==> src/rtl/desc_ring_pkg.sv <==
package desc_ring_pkg;
  localparam logic [2:0] DSZ_CODE_SMALL = 3'd1;
  localparam logic [2:0] DSZ_CODE_LARGE = 3'd7;
  localparam int STAT_CNT_W = 15;
  localparam int STAT_PTR_W = 13;
endpackage

==> src/rtl/ring_cfg.sv <==
module ring_cfg
  import desc_ring_pkg::*;
#(
  parameter int LOG_SMALL   = 14,
  parameter int LOG_LARGE   = 12,
  parameter int RST_ENTRIES = 1024,
  parameter int SZ_W        = 16
) (
  input  logic                 clk,
  input  logic                 rst,
  input  logic                 size_wr,
  input  logic [SZ_W-1:0]      size_val,
  input  logic                 dsz_wr,
  input  logic [2:0]           dsz_val,
  input  logic                 halt_wr,
  input  logic                 halt_val,
  output logic [LOG_SMALL:0]   entries_o,
  output logic                 halted_o,
  output logic                 clear_o
);
  localparam int EW = LOG_SMALL + 1;
  localparam int CW = (SZ_W > EW) ? SZ_W : EW;
  localparam logic [EW-1:0] MAX_SMALL = {1'b1, {LOG_SMALL{1'b0}}};
  localparam logic [EW-1:0] MAX_LARGE = EW'({1'b1, {LOG_LARGE{1'b0}}});

  logic          large_q, large_n, dsz_ok, halted_q;
  logic [EW-1:0] entries_q, entries_n, cap;
  logic [CW-1:0] req;

  assign dsz_ok  = dsz_wr && ((dsz_val == DSZ_CODE_SMALL) || (dsz_val == DSZ_CODE_LARGE));
  assign large_n = dsz_ok ? (dsz_val == DSZ_CODE_LARGE) : large_q;
  assign cap     = large_n ? MAX_LARGE : MAX_SMALL;
  assign req     = size_wr ? CW'(size_val) : CW'(entries_q);

  always_comb begin
    if (req == '0)            entries_n = EW'(1);
    else if (req > CW'(cap))  entries_n = cap;
    else                      entries_n = EW'(req);
  end

  assign clear_o   = size_wr || dsz_ok;
  assign entries_o = entries_q;
  assign halted_o  = halted_q;

  always_ff @(posedge clk) begin
    if (rst) begin
      large_q   <= 1'b1;
      entries_q <= EW'(RST_ENTRIES);
      halted_q  <= 1'b1;
    end else begin
      if (clear_o) entries_q <= entries_n;
      large_q <= large_n;
      if (halt_wr) halted_q <= halt_val;
    end
  end

  // the wrap point always lies between 1 and the cap of the format in force
  assert_entries_range_R3: assert property (@(posedge clk) disable iff (rst)
    (entries_q != '0) && (entries_q <= (large_q ? MAX_LARGE : MAX_SMALL)));
endmodule

==> src/rtl/ring_wrap_ptr.sv <==
module ring_wrap_ptr #(
  parameter int PTR_W = 14,
  parameter int EW    = PTR_W + 1
) (
  input  logic             clk,
  input  logic             rst,
  input  logic             clear,
  input  logic [EW-1:0]    entries,
  input  logic [EW-1:0]    step,
  output logic [PTR_W-1:0] ptr_o
);
  logic [PTR_W-1:0] ptr_q;
  logic [EW:0]      sum, lim;

  assign sum   = {2'b00, ptr_q} + {1'b0, step};
  assign lim   = {1'b0, entries};
  assign ptr_o = ptr_q;

  always_ff @(posedge clk) begin
    if (rst || clear) ptr_q <= '0;
    else              ptr_q <= PTR_W'((sum >= lim) ? (sum - lim) : sum);
  end

  // an index never reaches the ring size
  assert_ptr_bound_R9: assert property (@(posedge clk) disable iff (rst)
    {1'b0, ptr_q} < entries);
endmodule

==> src/rtl/ring_counts.sv <==
module ring_counts #(
  parameter int EW    = 15,
  parameter int REQ_W = 16
) (
  input  logic             clk,
  input  logic             rst,
  input  logic             clear,
  input  logic             halted,
  input  logic [EW-1:0]    entries,
  input  logic             post_wr,
  input  logic [REQ_W-1:0] post_cnt,
  input  logic             free_wr,
  input  logic [REQ_W-1:0] free_cnt,
  input  logic             exec_ready,
  output logic             exec_valid,
  output logic             fire,
  output logic [EW-1:0]    avail_o,
  output logic [EW-1:0]    done_o,
  output logic [EW-1:0]    post_g,
  output logic [EW-1:0]    free_g,
  output logic             err_o
);
  localparam int W = (REQ_W > EW + 1) ? REQ_W : EW + 1;

  logic [EW-1:0] avail_q, done_q;
  logic [W-1:0]  room, pc, fc;
  logic          post_over, free_over, err_q;

  assign room      = W'(entries) - W'(avail_q) - W'(done_q);
  assign pc        = W'(post_cnt);
  assign fc        = W'(free_cnt);
  assign post_over = post_wr && !clear && (pc > room);
  assign free_over = free_wr && !clear && (fc > W'(done_q));

  always_comb begin
    post_g = '0;
    free_g = '0;
    if (post_wr && !clear) post_g = post_over ? EW'(room) : EW'(pc);
    if (free_wr && !clear) free_g = free_over ? done_q : EW'(fc);
  end

  assign exec_valid = !halted && (avail_q != '0);
  assign fire       = exec_valid && exec_ready;
  assign avail_o    = avail_q;
  assign done_o     = done_q;
  assign err_o      = err_q;

  always_ff @(posedge clk) begin
    if (rst) begin
      avail_q <= '0;
      done_q  <= '0;
      err_q   <= 1'b0;
    end else begin
      if (clear) begin
        avail_q <= '0;
        done_q  <= '0;
      end else begin
        avail_q <= avail_q + post_g - EW'(fire);
        done_q  <= done_q + EW'(fire) - free_g;
      end
      if (post_over || free_over) err_q <= 1'b1;
    end
  end

  // posted plus finished never exceeds the ring
  assert_no_overfill_R10: assert property (@(posedge clk) disable iff (rst)
    ({1'b0, avail_q} + {1'b0, done_q}) <= {1'b0, entries});
  // the error flag is sticky
  assert_err_sticky_R10: assert property (@(posedge clk) disable iff (rst)
    err_q |=> err_q);
  // releasing everything or more leaves only this cycle's completion
  assert_free_clamp_R11: assert property (@(posedge clk) disable iff (rst)
    (free_wr && !clear && (fc >= W'(done_q))) |=> (done_q == EW'($past(fire))));
endmodule

==> src/rtl/desc_ring_tracker.sv <==
module desc_ring_tracker
  import desc_ring_pkg::*;
#(
  parameter int LOG_SMALL   = 14,
  parameter int LOG_LARGE   = 12,
  parameter int RST_ENTRIES = 1024,
  parameter int REQ_W       = 16
) (
  input  logic                 clk,
  input  logic                 rst,
  input  logic                 size_wr,
  input  logic [REQ_W-1:0]     size_val,
  input  logic                 dsz_wr,
  input  logic [2:0]           dsz_val,
  input  logic                 halt_wr,
  input  logic                 halt_val,
  input  logic                 post_wr,
  input  logic [REQ_W-1:0]     post_cnt,
  input  logic                 free_wr,
  input  logic [REQ_W-1:0]     free_cnt,
  output logic                 exec_valid,
  input  logic                 exec_ready,
  output logic [LOG_SMALL-1:0] exec_idx,
  output logic [LOG_SMALL:0]   ring_entries,
  output logic [LOG_SMALL-1:0] done_ptr,
  output logic [LOG_SMALL-1:0] post_ptr,
  output logic [LOG_SMALL:0]   avail_cnt,
  output logic [31:0]          status_word,
  output logic                 halted,
  output logic                 err_flag
);
  localparam int PTR_W = LOG_SMALL;
  localparam int EW    = LOG_SMALL + 1;

  logic          cfg_clear, fire;
  logic [EW-1:0] done_cnt, post_g, free_g;

  ring_cfg #(
    .LOG_SMALL(LOG_SMALL), .LOG_LARGE(LOG_LARGE),
    .RST_ENTRIES(RST_ENTRIES), .SZ_W(REQ_W)
  ) u_cfg (
    .clk(clk), .rst(rst), .size_wr(size_wr), .size_val(size_val),
    .dsz_wr(dsz_wr), .dsz_val(dsz_val), .halt_wr(halt_wr), .halt_val(halt_val),
    .entries_o(ring_entries), .halted_o(halted), .clear_o(cfg_clear)
  );

  ring_counts #(.EW(EW), .REQ_W(REQ_W)) u_counts (
    .clk(clk), .rst(rst), .clear(cfg_clear), .halted(halted),
    .entries(ring_entries), .post_wr(post_wr), .post_cnt(post_cnt),
    .free_wr(free_wr), .free_cnt(free_cnt), .exec_ready(exec_ready),
    .exec_valid(exec_valid), .fire(fire), .avail_o(avail_cnt), .done_o(done_cnt),
    .post_g(post_g), .free_g(free_g), .err_o(err_flag)
  );

  ring_wrap_ptr #(.PTR_W(PTR_W), .EW(EW)) u_exec_ptr (
    .clk(clk), .rst(rst), .clear(cfg_clear), .entries(ring_entries),
    .step(EW'(fire)), .ptr_o(exec_idx)
  );

  ring_wrap_ptr #(.PTR_W(PTR_W), .EW(EW)) u_done_ptr (
    .clk(clk), .rst(rst), .clear(cfg_clear), .entries(ring_entries),
    .step(free_g), .ptr_o(done_ptr)
  );

  ring_wrap_ptr #(.PTR_W(PTR_W), .EW(EW)) u_post_ptr (
    .clk(clk), .rst(rst), .clear(cfg_clear), .entries(ring_entries),
    .step(post_g), .ptr_o(post_ptr)
  );

  assign status_word = {3'b000, STAT_PTR_W'(done_ptr), 1'b0, STAT_CNT_W'(done_cnt)};

  // Cross-checks between the separately kept indices and counts
  logic [EW:0] done_sum, post_sum, lim;
  assign lim      = {1'b0, ring_entries};
  assign done_sum = {2'b00, done_ptr} + {1'b0, done_cnt};
  assign post_sum = {2'b00, exec_idx} + {1'b0, avail_cnt};

  // done index plus finished count lands on the execute index
  assert_done_track_R7: assert property (@(posedge clk) disable iff (rst)
    PTR_W'((done_sum >= lim) ? (done_sum - lim) : done_sum) == exec_idx);
  // execute index plus available count lands on the posted limit
  assert_post_limit_R4: assert property (@(posedge clk) disable iff (rst)
    PTR_W'((post_sum >= lim) ? (post_sum - lim) : post_sum) == post_ptr);
  // a halted engine does not move the execute index
  assert_halt_hold_R5: assert property (@(posedge clk) disable iff (rst)
    (halted && !cfg_clear) |=> (exec_idx == $past(exec_idx)));
endmodule

==> config.mk <==
export PLATFORM = sky130hd
export DESIGN_NAME = desc_ring_tracker
export DESIGN_NICKNAME = d
export VERILOG_FILES = /design/src/rtl/desc_ring_pkg.sv /design/src/rtl/ring_cfg.sv /design/src/rtl/ring_wrap_ptr.sv /design/src/rtl/ring_counts.sv /design/src/rtl/desc_ring_tracker.sv
export SDC_FILE = /design/constraint.sdc
export NUM_CORES = 1
export LEC_CHECK = 0
export ABC_AREA = 1
export BUFFER_PORTS_ARGS = -buffer_cell sky130_fd_sc_hd__buf_2
export CORE_MARGIN = 2
export CORE_UTILIZATION = 55
export CTS_CLUSTER_SIZE = 40
export DETAILED_ROUTE_END_ITERATION = 8
export MAX_ROUTING_LAYER = met4
export PLACE_DENSITY = 0.77
export SLEW_MARGIN = 20
export SYNTH_ARGS = -nofsm -noshare
export SYNTH_HDL_FRONTEND = slang
export SYNTH_SLANG_ARGS = --single-unit
==> constraint.sdc <==
create_clock -name clk -period 17 [get_ports clk]
set_input_delay 5.1 -clock clk [delete_from_list [all_inputs] [get_ports clk]]
set_output_delay 5.1 -clock clk [all_outputs]
set_load 0.005 [all_outputs]
==> flow_metrics.env, run 1 <==
export IMPL_cap_violations=0
export IMPL_cp_slowest_stage_delay_ns=0.41
export IMPL_antenna_left=0
export IMPL_post_cts_buffers=0
export IMPL_antenna_cells=0
export IMPL_outcome="finished, final reports clean"
export IMPL_viasPerCell=5.48
export IMPL_areaGrowthSynthToFinish_pct=10.7
export IMPL_clock_path_buffers=2
export IMPL_r2r_end="u_post_ptr.ptr_o[13]"
export IMPL_nets=2113
export IMPL_crit_path_end_kind="flip-flop"
export IMPL_grt_pass1_vias=10754
export IMPL_grt_usage=0.331
export IMPL_setup_tns_ns=0
export IMPL_critPathMaxFanout=17
export IMPL_cp_start_kind="input pin"
export IMPL_fin_skew_ns=0.00940
export IMPL_io_pin_count=167
export IMPL_vias=11645
export IMPL_clkTransAtPathRegs_ns=0.07
export IMPL_r2r_cells=42
export IMPL_wl_per_cell_um=16.6
export IMPL_hpwlAfterDp_mm=29.3
export IMPL_syn_avg_cell_area_um2=6.60
export IMPL_finalHoldViolations=0
export IMPL_fin_ws_ns=6.85
export IMPL_ys_warn_count=0
export IMPL_core_area_um2=20200
export IMPL_drive_gt1_frac=0.125
export IMPL_ys_seq_area_frac=0.159
export IMPL_grt_pass1_wl_mm=55.0
export IMPL_cts_tree="done"
export IMPL_synthCells=1717
export IMPL_synthFlopType="dfxtp_1"
export IMPL_synth_xor_area_frac=0.0610
export IMPL_first_pass_iters=6
export IMPL_post_place_ws_ns=6.54
export IMPL_setup_viol=0
export IMPL_drc=0
export IMPL_grt_max_degree=43
export IMPL_critPathCapture="u_done_ptr.ptr_o[7]"
export IMPL_cp_data_arrival_time_ns=10.44
export IMPL_ir_drop_uv=125
export IMPL_slew_headroom=0.451
export IMPL_synthArstFlopShare=0
export IMPL_cts_buffers=9
export IMPL_synth_simple_area_share=0.268
export IMPL_hold_path_class="reg -> reg"
export IMPL_wl_mm=35.2
export IMPL_worstSetupPathType="in -> reg"
export IMPL_max_freq_ghz=0.0985
export IMPL_die_y_um=148
export IMPL_num_rows=52
export IMPL_synth_fa_ha_area_frac=0.239
export IMPL_post_route_period_util=0.597
export IMPL_rr_startpoint="u_counts.done_o[4]"
export IMPL_place_congestion=0.962
export IMPL_clkSinkCount=90
export IMPL_ys_seq_elements=90
export IMPL_first_iter_violations=862
export IMPL_hold_depth=2
export IMPL_layout_min_cycle_time_ns=10.15
export IMPL_worst_hold_slack_ns=0.523
export IMPL_start_util=0.560
export IMPL_synth_compound_area_frac=0.156
export IMPL_syn_cell_area_um2=11300
export IMPL_cts_resized=0
export IMPL_antenna_found_initial=0
export IMPL_maxSlewViolCount=0
export IMPL_crit_slowest_cell="fa_1"
export IMPL_startpoint="free_cnt[11]"
export IMPL_synth_cell_types=49
export IMPL_clock_latency_ns=0.37
export IMPL_rrSetupSlack_ns=9.55
export IMPL_rsz0062_at_grt="false"
export IMPL_h_tree_depth=3
export IMPL_cts_hold_buf=0
export IMPL_cellPowerDensity_nw_per_um2=222
export IMPL_port_buffers=162
export IMPL_synth_edff_count=0
export IMPL_tightest_slew_ns=0.822
export IMPL_root_buffer="clkbuf_16"
export IMPL_dieArea_um2=21800
export IMPL_p_leak_uw=0.00703
export IMPL_die_x_um=148
export IMPL_required_ns=17.29
export IMPL_synth_top_family_by_area="simple AND/OR/NAND/NOR gates"
export IMPL_timing_critical_path_mode_cell="nand2_1"
export IMPL_hold_start="u_cfg.entries_o[4]"
export IMPL_globalRoute_totalOverflow=0
export IMPL_muxShareOfSynthArea=0
==> flip-flops by register name, summed over array words and instances (netlist names) <==
register          cells
u_exec_ptr.ptr_o     14
u_counts.done_o      15
u_cfg.large_q         1
u_done_ptr.ptr_o     14
u_cfg.halted_o        1
u_counts.err_o        1
u_post_ptr.ptr_o     14
u_cfg.entries_o      15
u_counts.avail_o     15
==> where the power goes <==
part,switching (µW),internal [µW]
combinational,1420,831
sequential,56.8,267
clock,98.9,115
total,1580,1210
==> layout make-up <==
type | instances | area [µm²]
multi-input combinational | 1298 | 8220
fill | 1979 | 7680
sequential | 90 | 1800
inverter | 288 | 1080
timing repair buffer | 163 | 818
tap | 270 | 338
clock buffer | 10 | 229
clock inverter | 5 | 65.1
==> cells by family after synthesis <==
group,Yosys count
AO/OA/AOI/OAI,313
XOR/XNOR,79
adder cells (fa/ha/maj),203
buffers and inverters,332
flip-flops,90
other,1
AND/OR/NAND/NOR,699
==> synthesized netlist by cell type (5+ instances only) <==
cell type,instances,area share
buf_2,11,0.0049
o21ai_0,85,0.038
inv_1,282,0.093
nand3_1,91,0.040
nand2_2,8,0.0044
a21oi_1,142,0.063
inv_2,6,0.0020
fa_1,22,0.039
o21ai_1,16,0.0071
xor2_1,51,0.039
o21bai_1,5,0.0033
buf_1,5,0.0017
buf_4,18,0.012
nand3b_1,6,0.0040
dfxtp_1,90,0.16
clkbuf_1,9,0.0030
nor2_1,158,0.052
nand2_1,355,0.12
nand4_1,35,0.019
a31oi_1,5,0.0028
o21a_1,11,0.0073
ha_1,181,0.20
xnor2_1,28,0.022
nor3_1,8,0.0035
a21o_1,13,0.0086
o211ai_1,18,0.012
or2_2,18,0.0099
==> worst max-delay path, delay by kind of cell <==
| kind | cells | cell delay, ns |
|---|---|---|
| simple gates | 20 | 2.61 |
| fa+ha+maj | 4 | 1.32 |
| compound gates | 5 | 0.92 |
| buf+inv | 5 | 0.49 |
==> routing by layer <==
metal  track usage  up-vias  share of wire
li1              -     5868              -
met1         0.436     5267           0.44
met2         0.519      440           0.45
met3        0.0546       70          0.081
met4         0.108        0          0.030
met5             -        -              0
==> layout by cell type, fill, tap and decap left out, types with 2 or more instances in the layout <==
cell          n
o21ai_0      85
or2_2        18
nor2_2        2
a21oi_2       4
dfxtp_1      90
nand2_4       4
nor2_4        4
ha_1        181
o21ai_1      16
clkbuf_16     9
buf_2       162
nand3_2       2
inv_1       282
or2_1         4
o21a_1       11
xor2_1       51
nand3b_1      6
nand3_1      91
conb_1        4
clkinvlp_4    2
a21oi_1     142
nor2_1      157
nand4_1      35
o2111ai_1     2
a31oi_1       5
xnor2_1      28
o31ai_1       2
o211ai_1     18
nor3_1        8
nand2_1     355
a21boi_0      2
o21bai_1      5
nand2_2       8
a21o_1       13
a211oi_1      3
fa_1         22
inv_2         6
==> stage by stage <==
step	cell area (µm²)	instances	utilization	total power, µW
after floorplan	11400	1720	-	2050
after global placement	12300	2109	0.606	2500
after detailed placement	12300	2109	0.606	2540
after CTS	12600	2124	0.620	2760
after global routing	12600	2124	0.620	3110
final	12600	2124	0.620	2790
==> worst min-delay path by stage <==
stage / slack, ns / end
final: 0.52 / u_cfg.entries_o[4]
after global routing: 0.57 / u_cfg.entries_o[4]
after CTS: 0.52 / u_cfg.entries_o[4]
after detailed placement: 0.51 / u_cfg.entries_o[4]
after global placement: 0.51 / u_cfg.entries_o[4]
after floorplan: 0.46 / u_counts.err_o
Note: power is estimated with default switching activity, not from simulation.
==> inputs of run 2 (changes only) <==
- clock period: 17 -> 9.8 ns (I/O delays scaled with it)
==> run 2 against run 1 <==
Compared with the run above: worst hold slack better by 0.0096 ns; largest cell class unchanged; critical path depth did not move; setup slack worse by 5.2 ns; largest power group unchanged; first-iteration DRC count fell by 4.6%; cell count is the same; die area unchanged; register-to-register slack worse by 7.2 ns; combinational power rose by 73%.
==> flow_metrics.env, run 2 (synthesis gave the netlist of run 1 again) <==
export IMPL_outcome="finished, final reports clean"
export IMPL_dieArea_um2=21800
export IMPL_crit_slowest_cell="fa_1"
export IMPL_p_int_uw=2080
export IMPL_grt_usage=0.327
export IMPL_io_pin_count=167
export IMPL_ir_drop_uv=287
export IMPL_finalHoldViolations=0
export IMPL_num_rows=52
export IMPL_layout_min_cycle_time_ns=8.12
export IMPL_max_freq_ghz=0.123
export IMPL_drc=0
export IMPL_start_util=0.560
export IMPL_setup_tns_ns=0
export IMPL_r2r_cells=45
export IMPL_first_pass_iters=6
export IMPL_critPathCapture="u_done_ptr.ptr_o[7]"
export IMPL_nets=2113
export IMPL_port_buffers=162
export IMPL_clkSinkCount=90
export IMPL_post_route_period_util=0.828
export IMPL_r2r_end="u_post_ptr.ptr_o[12]"
export IMPL_clkTransAtPathRegs_ns=0.07
export IMPL_viasPerCell=5.45
export IMPL_wl_per_cell_um=16.5
export IMPL_grt_pass1_wl_mm=54.3
export IMPL_crit_cells=34
export IMPL_fill_cells=1989
export IMPL_cts_resized=0
export IMPL_drive_gt1_frac=0.125
export IMPL_post_place_ws_ns=1.49
export IMPL_startpoint="free_cnt[11]"
export IMPL_antenna_cells=0
export IMPL_clock_latency_ns=0.36
export IMPL_core_area_um2=20200
export IMPL_h_tree_depth=3
export IMPL_hold_path_class="reg -> reg"
export IMPL_first_iter_violations=822
export IMPL_rsz0062_at_grt="false"
export IMPL_mostFrequentLayoutCell="nand2_1"
export IMPL_pwr_share_comb=0.812
export IMPL_globalRoute_totalOverflow=0
export IMPL_clock_path_buffers=2
export IMPL_p_leak_uw=0.00702
export IMPL_cts_buffers=9
export IMPL_setup_viol=0
export IMPL_cp_start_kind="input pin"
export IMPL_place_congestion=0.964
export IMPL_antenna_found_initial=0
export IMPL_die_y_um=148
export IMPL_cp_slowest_stage_delay_ns=0.43
export IMPL_crit_path_end_kind="flip-flop"
export IMPL_vias=11579
export IMPL_cp_data_arrival_time_ns=8.41
export IMPL_critPathBufInv=5
export IMPL_areaGrowthSynthToFinish_pct=10.5
export IMPL_required_ns=10.09
export IMPL_seqPwrFrac=0.117
export IMPL_maxSlewViolCount=0
export IMPL_clockPowerShare=0.071
export IMPL_root_buffer="clkbuf_16"
export IMPL_fin_skew_ns=0.00676
export IMPL_crit_family="simple AND/OR/NAND/NOR gates"
export IMPL_seq_area_um2=1800
export IMPL_antenna_left=0
export IMPL_post_cts_buffers=0
export IMPL_switching_share=0.568
export IMPL_wl_mm=35.0
export IMPL_critPathMaxFanout=17
export IMPL_cap_violations=0
export IMPL_rrSetupSlack_ns=2.37
export IMPL_tightest_slew_ns=0.804
export IMPL_cts_tree="done"
export IMPL_slew_headroom=0.462
export IMPL_timing_critical_path_mode_cell="nand2_1"
export IMPL_hpwlAfterDp_mm=29.0
export IMPL_rr_startpoint="u_counts.done_o[4]"
export IMPL_multi_input_area_um2=8220
export IMPL_cellPowerDensity_nw_per_um2=383
export IMPL_cts_hold_buf=0
export IMPL_worstSetupPathType="in -> reg"
export IMPL_fin_ws_ns=1.68
export IMPL_grt_max_degree=43
export IMPL_final_cell_mix="nand2_1, inv_1, ha_1, buf_2, nor2_1"
export IMPL_die_x_um=148
export IMPL_power_switching_uw=2730
export IMPL_grt_pass1_vias=10535
-- run 2: cell types whose count changed in the layout (fill, tap and decap cells not counted) --
cell | previous run | this run
bufinv_16 | 1 | 0
inv_6 | 0 | 1
clkinvlp_4 | 2 | 3
inv_8 | 1 | 0
-- run 2: cell type report --
type,count,share of cell area
clock buffers,10,0.0183
clock inverters,5,0.00320
inverters,288,0.0863
multi-input cells,1298,0.656
flip-flops and latches,90,0.144
well taps,270,0.0270
repair buffers,163,0.0653
-- run 2: how the worst min path moves through the flow --
stage	start	endpoint	slack (ns)	depth (start not counted)
after floorplan	u_counts.err_o	u_counts.err_o	0.46	2
after global placement	u_cfg.entries_o[4]	u_cfg.entries_o[4]	0.51	2
after detailed placement	u_cfg.entries_o[4]	u_cfg.entries_o[4]	0.53	2
after CTS	u_cfg.entries_o[4]	u_cfg.entries_o[4]	0.53	2
after global routing	u_cfg.entries_o[6]	u_cfg.entries_o[6]	0.57	2
final	u_cfg.entries_o[2]	u_cfg.entries_o[2]	0.53	2
-- run 2: metrics by stage --
stage                util  hold slack [ns]  total power, µW  cell area (µm²)  std cells
floorplan               -            0.460             3560            11400       1720
global placement    0.606            0.509             4340            12300       2109
detailed placement  0.606            0.525             4390            12300       2109
CTS                 0.619            0.535             4760            12500       2124
global route        0.619            0.573             5360            12500       2124
finish              0.619            0.533             4800            12500       2124
-- run 2: power groups by stage --
stage,combinational (µW),clock [µW],sequential [µW]
2_1_floorplan,3010,0,550
3_3_place_gp,3770,0,568
3_5_place_dp,3820,0,568
4_1_cts,3850,343,560
5_1_grt,4430,358,574
6_report,3900,342,561
-- run 2: worst register-to-register path, delay by kind of cell, from the launching register on --
kind | cells | cell delay (ns)
xor+xnor | 1 | 0.26
flops | 1 | 0.39
simple gates | 27 | 2.41
buf+inv | 3 | 0.28
fa+ha+maj | 6 | 1.99
compound gates | 8 | 1.96
-- run 2: routing by layer --
| metal | global-route usage | vias to the layer above | wire length (µm) |
|---|---|---|---|
| li1 | - | 5851 | - |
| met1 | 0.431 | 5205 | 15300 |
| met2 | 0.518 | 466 | 15600 |
| met3 | 0.0515 | 57 | 3100 |
| met4 | 0.101 | 0 | 983 |
| met5 | - | - | 0 |
==> inputs of run 3 (changes only) <==
- clock period: 9.8 -> 8.3 ns (I/O delays scaled with it)
==> run 3 against run 2 <==
Compared with the run above: highest routed layer unchanged; critical path depth grew 8; critical endpoint is now u_post_ptr.ptr_o[8]; count of clock-buffer cells in the layout is 1 lower; clock power rose by 22%; sequential cell count stayed put.
==> flow_metrics.env, run 3 (synthesis gave the netlist of run 1 again) <==
export IMPL_slew_headroom=0.425
export IMPL_required_ns=8.55
export IMPL_globalRoute_totalOverflow=0
export IMPL_die_x_um=148
export IMPL_first_iter_violations=810
export IMPL_first_pass_iters=5
export IMPL_final_cell_area_um2=12600
export IMPL_antenna_left=0
export IMPL_grt_usage=0.325
export IMPL_worstSetupPathType="reg -> reg"
export IMPL_wl_mm=34.6
export IMPL_cp_data_arrival_time_ns=7.82
export IMPL_switching_share=0.568
export IMPL_crit_family="compound AO/OA/AOI/OAI gates"
export IMPL_antenna_found_initial=0
export IMPL_cp_slowest_stage_delay_ns=0.55
export IMPL_hold_path_class="reg -> reg"
export IMPL_io_pin_count=167
export IMPL_grt_pass1_vias=10699
export IMPL_crit_path_end_kind="flip-flop"
export IMPL_cts_buffers=9
export IMPL_viasPerCell=5.45
export IMPL_critPathBufInv=3
export IMPL_finalHoldViolations=0
export IMPL_timing_critical_path_mode_cell="nand2_1"
export IMPL_nets=2115
export IMPL_clock_latency_ns=0.37
export IMPL_p_int_uw=2460
export IMPL_h_tree_depth=3
export IMPL_hpwlAfterDp_mm=28.9
export IMPL_cp_start_kind="flip-flop"
export IMPL_outcome="finished, final reports clean"
export IMPL_pwr_share_comb=0.811
export IMPL_place_congestion=0.990
export IMPL_root_buffer="clkbuf_16"
export IMPL_post_route_period_util=0.912
export IMPL_cts_tree="done"
export IMPL_ir_drop_uv=240
export IMPL_utilization=0.621
export IMPL_clockPowerShare=0.073
export IMPL_hold_end="u_cfg.entries_o[2]"
export IMPL_die_y_um=148
export IMPL_layout_min_cycle_time_ns=7.57
export IMPL_drc=0
export IMPL_tightest_slew_ns=0.860
export IMPL_cts_resized=0
export IMPL_setup_tns_ns=0
export IMPL_grt_pass1_wl_mm=54.2
export IMPL_cellPowerDensity_nw_per_um2=453
export IMPL_fin_ws_ns=0.730
export IMPL_seqPwrFrac=0.116
export IMPL_grt_max_degree=43
export IMPL_fin_skew_ns=0.0130
export IMPL_post_place_ws_ns=0.416
export IMPL_cts_hold_buf=0
export IMPL_rrSetupSlack_ns=0.73
export IMPL_port_buffers=162
export IMPL_setup_viol=0
export IMPL_wl_per_cell_um=16.3
export IMPL_p_leak_uw=0.00704
export IMPL_clkTransAtPathRegs_ns=0.08
export IMPL_drive_gt1_frac=0.127
export IMPL_dieArea_um2=21800
export IMPL_post_cts_buffers=0
export IMPL_clkSinkCount=90
export IMPL_clock_path_buffers=2
export IMPL_vias=11590
export IMPL_cap_violations=0
export IMPL_critPathMaxFanout=18
export IMPL_crit_slowest_cell="a21oi_2"
export IMPL_areaGrowthSynthToFinish_pct=10.8
export IMPL_postPlaceCellArea_um2=12300
export IMPL_mostFrequentLayoutCell="nand2_1"
export IMPL_rsz0062_at_grt="false"
export IMPL_maxSlewViolCount=0
export IMPL_num_rows=52
export IMPL_core_area_um2=20200
export IMPL_r2r_cells=42
export IMPL_max_freq_ghz=0.132
export IMPL_hold_start="u_cfg.entries_o[2]"
export IMPL_start_util=0.560
export IMPL_rr_startpoint="u_counts.done_o[4]"
export IMPL_finalPower_uw=5700
export IMPL_power_switching_uw=3240
export IMPL_final_cell_mix="nand2_1, inv_1, ha_1, buf_2, nor2_1"
export IMPL_fill_cells=1955
export IMPL_hold_depth=2
export IMPL_r2r_end="u_post_ptr.ptr_o[8]"
-- run 3: cell count changes in the layout (fill, tap and decap cells not counted) --
| cell | previous run | this run |
|---|---|---|
| buf_4 | 1 | 3 |
| clkbuf_1 | 1 | 0 |
| diode_2 | 0 | 1 |
| inv_6 | 1 | 2 |
| inv_8 | 0 | 1 |
-- run 3: power groups by stage --
stage	combinational [µW]	clock (µW)	sequential [µW]
after floorplan	3550	0	650
after global placement	4460	0	668
after detailed placement	4520	0	668
after CTS	4560	422	658
after global routing	5230	439	674
final	4620	417	660
-- run 3: layer usage --
layer	track usage	routed length, µm	vias up
li1	-	-	5863
met5	-	0	-
met4	0.127	1320	0
met3	0.0407	2340	76
met2	0.503	15100	398
met1	0.434	15800	5253
-- run 3: area by class of cell --
class                      instances  area (µm²)  area share
antenna                            1        2.50    0.000199
timing repair buffer             165         833      0.0663
inverter                         288        1080      0.0860
clock inverter                     7        60.1     0.00478
multi-input combinational       1298        8220       0.654
sequential                        90        1800       0.143
clock buffer                       9         225      0.0179
tap                              270         338      0.0269
-- run 3: metrics by stage --
step                      hold WS (ns)  cells
after floorplan                  0.460   1720
after global placement           0.481   2111
after detailed placement         0.503   2111
after CTS                        0.523   2127
after global routing             0.531   2127
final                            0.534   2128
-- run 3: how the worst max path moves through the flow --
stage,startpoint,to,slack [ns],cells past startpoint
2_1_floorplan,post_cnt[7],u_post_ptr.ptr_o[10],1.74,34
3_3_place_gp,free_cnt[11],u_done_ptr.ptr_o[8],0.53,35
3_5_place_dp,free_cnt[13],u_done_ptr.ptr_o[10],0.42,33
4_1_cts,free_cnt[13],u_done_ptr.ptr_o[10],0.75,33
5_1_grt,u_counts.done_o[2],u_post_ptr.ptr_o[8],0.11,45
6_report,u_counts.done_o[4],u_post_ptr.ptr_o[8],0.73,42
-- run 3: worst register-to-register path, delay by kind of cell (launching register included) --
family          cells  cell delay [ns]
compound gates     10             2.48
flops               1             0.40
fa+ha+maj           6             1.97
buf+inv             3             0.27
xor+xnor            1             0.23
simple gates       22             2.10
